`config.mk`:
```
export PLATFORM = sky130hd
export DESIGN_NAME = fsp_frame_sync
export DESIGN_NICKNAME = d
export VERILOG_FILES = /design/src/rtl/fsp_pkg.sv /design/src/rtl/fsp_front_decode.sv /design/src/rtl/fsp_guard.sv /design/src/rtl/fsp_frame_sync.sv
export SDC_FILE = /design/constraint.sdc
export NUM_CORES = 1
export LEC_CHECK = 0
export BUFFER_PORTS_ARGS = -buffer_cell sky130_fd_sc_hd__buf_4
export CAP_MARGIN = 20
export CORE_ASPECT_RATIO = 1.25
export CORE_MARGIN = 2
export CORE_UTILIZATION = 63
export CTS_BUF_LIST = sky130_fd_sc_hd__clkbuf_4 sky130_fd_sc_hd__clkbuf_8
export DETAILED_ROUTE_END_ITERATION = 8
export PLACE_DENSITY = 0.87
export SLEW_MARGIN = 20
export SYNTH_ARGS = -nofsm -noshare
export SYNTH_HDL_FRONTEND = slang
export SYNTH_SLANG_ARGS = --single-unit
```
`constraint.sdc`:
```
create_clock -name clk -period 5 [get_ports clk]
set_input_delay 0.5 -clock clk [delete_from_list [all_inputs] [get_ports clk]]
set_output_delay 0.5 -clock clk [all_outputs]
set_load 0.05 [all_outputs]
```
`src/rtl/fsp_pkg.sv`:
```
package fsp_pkg;

  localparam int unsigned LIM_W = 4;

  typedef enum logic [1:0] {
    G_HUNT    = 2'd0,
    G_CONFIRM = 2'd1,
    G_LOCK    = 2'd2
  } guard_st_t;

  // Tolerated consecutive misses at frame level
  function automatic logic [LIM_W-1:0] frame_front(input logic [1:0] sel);
    unique case (sel)
      2'b11:   return LIM_W'(3);
      2'b10:   return LIM_W'(5);
      2'b01:   return LIM_W'(7);
      default: return LIM_W'(9);
    endcase
  endfunction

  // Tolerated consecutive misses at master-frame level
  function automatic logic [LIM_W-1:0] mf_front(input logic [1:0] sel);
    unique case (sel)
      2'b11:   return LIM_W'(7);
      2'b10:   return LIM_W'(9);
      default: return LIM_W'(11);
    endcase
  endfunction

endpackage

```
`src/rtl/fsp_front_decode.sv`:
```
module fsp_front_decode
  import fsp_pkg::*;
(
  input  logic [1:0]       front_sel,
  output logic [LIM_W-1:0] frame_lim,
  output logic [LIM_W-1:0] mf_lim
);

  always_comb begin
    frame_lim = frame_front(front_sel);
    mf_lim    = mf_front(front_sel);
  end

endmodule

```
`src/rtl/fsp_guard.sv`:
```
module fsp_guard
  import fsp_pkg::*;
#(
  parameter  int unsigned PERIOD = 2048,
  parameter  int unsigned REAR   = 3,
  localparam int unsigned PW     = (PERIOD > 1) ? $clog2(PERIOD) : 1,
  localparam int unsigned RW     = $clog2(REAR + 1)
) (
  input  logic             clk,
  input  logic             rst_n,
  input  logic             clr,
  input  logic             step,
  input  logic             mark,
  input  logic [LIM_W-1:0] front_lim,
  output logic [PW-1:0]    pos,
  output logic             wrap,
  output logic             locked
);

  guard_st_t        st;
  logic [RW-1:0]    rear;
  logic [LIM_W-1:0] miss;
  logic [PW-1:0]    nxt_pos;
  logic             at_exp;

  always_comb begin
    nxt_pos = (32'(pos) == PERIOD - 1) ? '0 : pos + PW'(1);
    at_exp  = (nxt_pos == '0);
  end

  always_ff @(posedge clk or negedge rst_n) begin
    if (!rst_n) begin
      st   <= G_HUNT;
      pos  <= PW'(PERIOD - 1);
      rear <= '0;
      miss <= '0;
      wrap <= 1'b0;
    end else if (clr) begin
      st   <= G_HUNT;
      pos  <= PW'(PERIOD - 1);
      rear <= '0;
      miss <= '0;
      wrap <= 1'b0;
    end else begin
      wrap <= 1'b0;
      if (step) begin
        unique case (st)
          G_HUNT: begin
            if (mark) begin
              pos  <= '0;
              wrap <= 1'b1;
              miss <= '0;
              if (REAR <= 1) begin
                st   <= G_LOCK;
                rear <= '0;
              end else begin
                st   <= G_CONFIRM;
                rear <= RW'(1);
              end
            end else begin
              pos  <= nxt_pos;
              wrap <= at_exp;
            end
          end
          G_CONFIRM: begin
            pos  <= nxt_pos;
            wrap <= at_exp;
            if (at_exp) begin
              if (mark) begin
                if (int'(rear) + 1 >= int'(REAR)) begin
                  st   <= G_LOCK;
                  rear <= '0;
                  miss <= '0;
                end else begin
                  rear <= rear + RW'(1);
                end
              end else begin
                st   <= G_HUNT;
                rear <= '0;
              end
            end
          end
          G_LOCK: begin
            pos  <= nxt_pos;
            wrap <= at_exp;
            if (at_exp) begin
              if (mark) begin
                miss <= '0;
              end else if (int'(miss) + 1 >= int'(front_lim)) begin
                st   <= G_HUNT;
                miss <= '0;
              end else begin
                miss <= miss + LIM_W'(1);
              end
            end
          end
          default: st <= G_HUNT;
        endcase
      end
    end
  end

  assign locked = (st == G_LOCK);


  pos_range_chk: assert property (@(posedge clk) disable iff (!rst_n)
    32'(pos) < PERIOD);


  pos_hold_chk: assert property (@(posedge clk) disable iff (!rst_n)
    (!step && !clr) |=> $stable(pos));


  wrap_pos_chk: assert property (@(posedge clk) disable iff (!rst_n)
    wrap |-> (pos == '0));


  lock_entry_chk: assert property (@(posedge clk) disable iff (!rst_n)
    $rose(locked) |-> $past(step && mark && !clr));


  lock_loss_chk: assert property (@(posedge clk) disable iff (!rst_n)
    $fell(locked) |-> $past(clr || (step && !mark)));

endmodule

```
`src/rtl/fsp_frame_sync.sv`:
```
module fsp_frame_sync
  import fsp_pkg::*;
#(
  parameter  int unsigned FRAME_BITS = 2048,
  parameter  int unsigned FRAME_REAR = 3,
  parameter  int unsigned MF_FRAMES  = 16,
  parameter  int unsigned MF_REAR    = 2,
  parameter  int unsigned CTRL_W     = 16,
  parameter  int unsigned MF_BIT     = 13,
  localparam int unsigned PW         = $clog2(FRAME_BITS),
  localparam int unsigned MW         = $clog2(MF_FRAMES)
) (
  input  logic              clk,
  input  logic              rst_n,
  input  logic              bit_en,
  input  logic              sync_hit,
  input  logic [1:0]        front_sel,
  input  logic              mf_disable,
  input  logic              ctrl_valid,
  input  logic [CTRL_W-1:0] ctrl_word,
  output logic              frame_start,
  output logic [PW-1:0]     bit_pos,
  output logic              async_flag,
  output logic              mf_start,
  output logic [MW-1:0]     mf_index,
  output logic              mf_locked
);

  logic [LIM_W-1:0] frame_lim;
  logic [LIM_W-1:0] mf_lim;
  logic             frame_locked;
  logic             mf_clr;
  logic             mf_step;
  logic             unused_ctrl;

  fsp_front_decode u_dec (
    .front_sel (front_sel),
    .frame_lim (frame_lim),
    .mf_lim    (mf_lim)
  );

  fsp_guard #(
    .PERIOD (FRAME_BITS),
    .REAR   (FRAME_REAR)
  ) u_frame (
    .clk       (clk),
    .rst_n     (rst_n),
    .clr       (1'b0),
    .step      (bit_en),
    .mark      (sync_hit),
    .front_lim (frame_lim),
    .pos       (bit_pos),
    .wrap      (frame_start),
    .locked    (frame_locked)
  );

  assign mf_clr      = mf_disable | ~frame_locked;
  assign mf_step     = ctrl_valid & frame_locked;
  assign unused_ctrl = ^(ctrl_word & ~(CTRL_W'(1) << MF_BIT));

  fsp_guard #(
    .PERIOD (MF_FRAMES),
    .REAR   (MF_REAR)
  ) u_mf (
    .clk       (clk),
    .rst_n     (rst_n),
    .clr       (mf_clr),
    .step      (mf_step),
    .mark      (ctrl_word[MF_BIT]),
    .front_lim (mf_lim),
    .pos       (mf_index),
    .wrap      (mf_start),
    .locked    (mf_locked)
  );

  assign async_flag = ~frame_locked;


  mf_drop_chk: assert property (@(posedge clk) disable iff (!rst_n)
    async_flag |=> !mf_locked);


  mf_off_chk: assert property (@(posedge clk) disable iff (!rst_n)
    mf_disable |=> !mf_locked);


  mf_frozen_chk: assert property (@(posedge clk) disable iff (!rst_n)
    (async_flag && $past(async_flag)) |=> (32'(mf_index) == MF_FRAMES - 1));

endmodule

```
==> flow_summary.ini <==
[worst_hold_path]
hp-class = in2async

[detailed_routing]
drt-initial-drc-count = 167
first_pass_iters = 4
drt-total-wl_mm = 5.42
wl_per_cell_um = 15.6
vias_per_cell = 6.15
antenna_left = 0
drc = 0
vias = 2134

[setup_path]
crit_path_max_incr_delay_ns = 0.69
cp_max_fo = 11
crit_buf_inv = 0
path_depth = 7
crit_start = u_frame.pos[0]
crit_arrival_ns = 3.44
cp_top_family = compound AO/OA/AOI/OAI gates
cp_slowest_cell = a2111oi_4
required_ns = 5.17
critical_path_class = reg2reg
critPathLaunchType = flip-flop
end_kind = flip-flop
rr_worst_depth = 7
r2r_start = u_frame.pos[0]
cp_cell_sequence = ha_1 -> nand2_1 -> a211o_1 -> a2111o_1 -> a2111oi_4 -> o21bai_1 -> mux2_2

[clocking]
cts.clk_slew.worst_paths_ns = 0.07
cts_resized = 0
cts_made_buffers = 5
cts_hold_buf = 0
postCtsSetupRepairBufs = 0
cts.sinks = 33
clockBufferDepth = 2
cts_tree = done
cts_max_level = 2
cts-root-buf = clkbuf_8
insertion_delay_ns = 0.28

[synthesis]
avgSynthCellArea_um2 = 9.38
ys.flop_type = dfrtp_1
synth.distinct_cells = 57
synth_top_area_cell = dfrtp_1
synth_area_mm2 = 0.00250
synth_cells = 266
async_flop_share = 1.00
synth.top_cell.area_share = 0.180
synth_warnings = 0
seq_area_frac_synth = 0.338
synth_seq_cells = 33
synth_area_leaders = dfrtp_1, dfstp_2, ha_1, a22o_1, nand3_1
synth_edf_count = 0
synth_fp_nets = 315

[floorplan]
start_util = 0.660
design.die.area_mm2 = 0.00448
die_w_um = 60.3
core_mm2 = 0.00378
rows = 25
die_h_um = 74.4
num_io_pins = 43

[sta]
setup_viol_count_final = 0
worst_pin_slew_ns = 0.696
hold_slack_ns = 0.143
fin_crit_ns = 3.27
fmax_ghz = 0.306
fin_crit_sh = 0.654
max-slew-margin-rel = 0.536
finalHoldViolations = 0
skew_ns = 0.00436
drv_slew = 0
tns_ns = 0
rsz0062_at_grt = false

[outcome]
status = completed

[layout]
diodes = 0
fin_cells = 347
final_core_util = 0.738
drive_above_1_share = 0.242
syn_to_final_growth_pct = 11.9
finish.net_count = 341

[placed_design]
place.gp.congestion = 0.914
placed_cells = 339
portBuffers = 27
hpwl_mm = 3.98

[power_and_ir_drop]
ir_drop_mv = 0.201
power_per_cell_area_mw_per_mm2 = 390
total_power_uw = 1090
p_leak_uw = 0.00128

[global_routing]
antenna_found_initial = 0
grt_use_total = 0.271
grt_pass1_wl_mm = 9.18
grt_max_degree = 34
grt_remaining_overflow = 0
grt_pass1_vias = 2128

[run]
cap_violations = 0
flip-flops by register name, summed over array words and instances, names as in the netlist:
name          cells
u_frame.miss      4
u_frame.pos      11
u_frame.rear      2
u_frame.st        2
u_frame.wrap      1
u_mf.miss         4
u_mf.pos          4
u_mf.rear         2
u_mf.st           2
u_mf.wrap         1
where the power goes:
group	internal [uW]	switching (uW)
sequential	326	63.0
combinational	189	312
clock	96.3	101
Yosys cell counts, types with 3 or more instances:
cell type and instances:
a211oi_1 3, a21oi_1 7, a22o_1 11, a31o_2 4, and3_1 4, and4_1 3, clkbuf_1 4, dfrtp_1 18
dfstp_2 15, ha_1 25, inv_1 18, mux2_2 3, mux2i_1 4, nand2_1 21, nand2b_1 7, nand3_1 16
nor2_1 18, nor2b_1 4, nor3_1 4, o21ai_0 15, o21bai_1 5, o31ai_1 5, or2_2 4, xnor2_1 4
metal layers:
| layer | global-route usage | part of all wire | up-vias |
|---|---|---|---|
| met3 | 0.0522 | 0.038 | 20 |
| li1 | - | - | 1031 |
| met2 | 0.475 | 0.53 | 55 |
| met4 | 0.156 | 0.037 | 0 |
| met1 | 0.301 | 0.40 | 1028 |
| met5 | 0 | 0 | - |
worst reg2reg max path: cells and delay by family (launching register included):
family / cells / cell delay, ns
AO/OA/AOI/OAI: 4 / 1.72
adder cells (fa/ha/maj): 1 / 0.35
flip-flops: 1 / 0.61
multiplexers: 1 / 0.32
AND/OR/NAND/NOR: 1 / 0.15
layout by cell type (no fill, tap or decap), drive strengths merged, types with 2 or more instances in the layout:
cell	instances
nand3	16
o22ai	2
ha	25
dfstp	15
and4	4
o21bai	6
nand4	3
a21oi	7
a31oi	2
o21ai	16
nor2b	4
xnor2	4
a211o	2
buf	27
nor2	18
a221o	2
nand2	21
nand2b	7
mux2i	4
o211ai	2
o31ai	5
clkbuf	5
clkinv	2
a2111oi	3
a21o	3
inv	19
mux2	4
and3	6
nor3	4
or2	4
a22o	11
a31o	4
a211oi	3
a311oi	2
dfrtp	18
worst paths after layout:
| path | slack, ns | endpoint |
|---|---|---|
| max | 1.73 | u_frame.miss[1] |
| min | 0.14 | u_frame.rear[1] |
| max reg2reg | 1.73 | u_frame.miss[1] |
| min reg2reg | 0.50 | u_mf.rear[0] |
| max in group asynchronous | 4.51 | u_mf.pos[3] |
| min in group clk | 0.48 | u_mf.pos[2] |
cell families (layout without fill, tap and decap cells):
| logic type | count (synthesis) | count (layout) | share of synthesized area |
|---|---|---|---|
| AO/OA/AOI/OAI | 75 | 75 | 0.229 |
| adder cells (fa/ha/maj) | 25 | 25 | 0.125 |
| AND/OR/NAND/NOR | 94 | 94 | 0.204 |
| flip-flops | 33 | 33 | 0.338 |
| XOR/XNOR | 5 | 5 | 0.0175 |
| buffers and inverters | 26 | 53 | 0.0506 |
| multiplexers | 8 | 8 | 0.0356 |
cell type report:
| class | count | area [um^2] |
|---|---|---|
| clock inverters | 3 | 16.3 |
| well taps | 54 | 67.6 |
| fillers | 302 | 992 |
| repair buffers | 27 | 203 |
| clock buffers | 5 | 68.8 |
| multi-input cells | 207 | 1530 |
| inverters | 18 | 67.6 |
| flip-flops and latches | 33 | 845 |
stage by stage:
step / setup WS, ns / area [um^2]
3_5_place_dp: 1.75 / 2710
5_1_grt: 1.47 / 2790
2_1_floorplan: 2.14 / 2500
4_1_cts: 1.73 / 2790
3_3_place_gp: 1.79 / 2710
6_report: 1.73 / 2790
No activity file was read; power rests on OpenSTA's default activity.
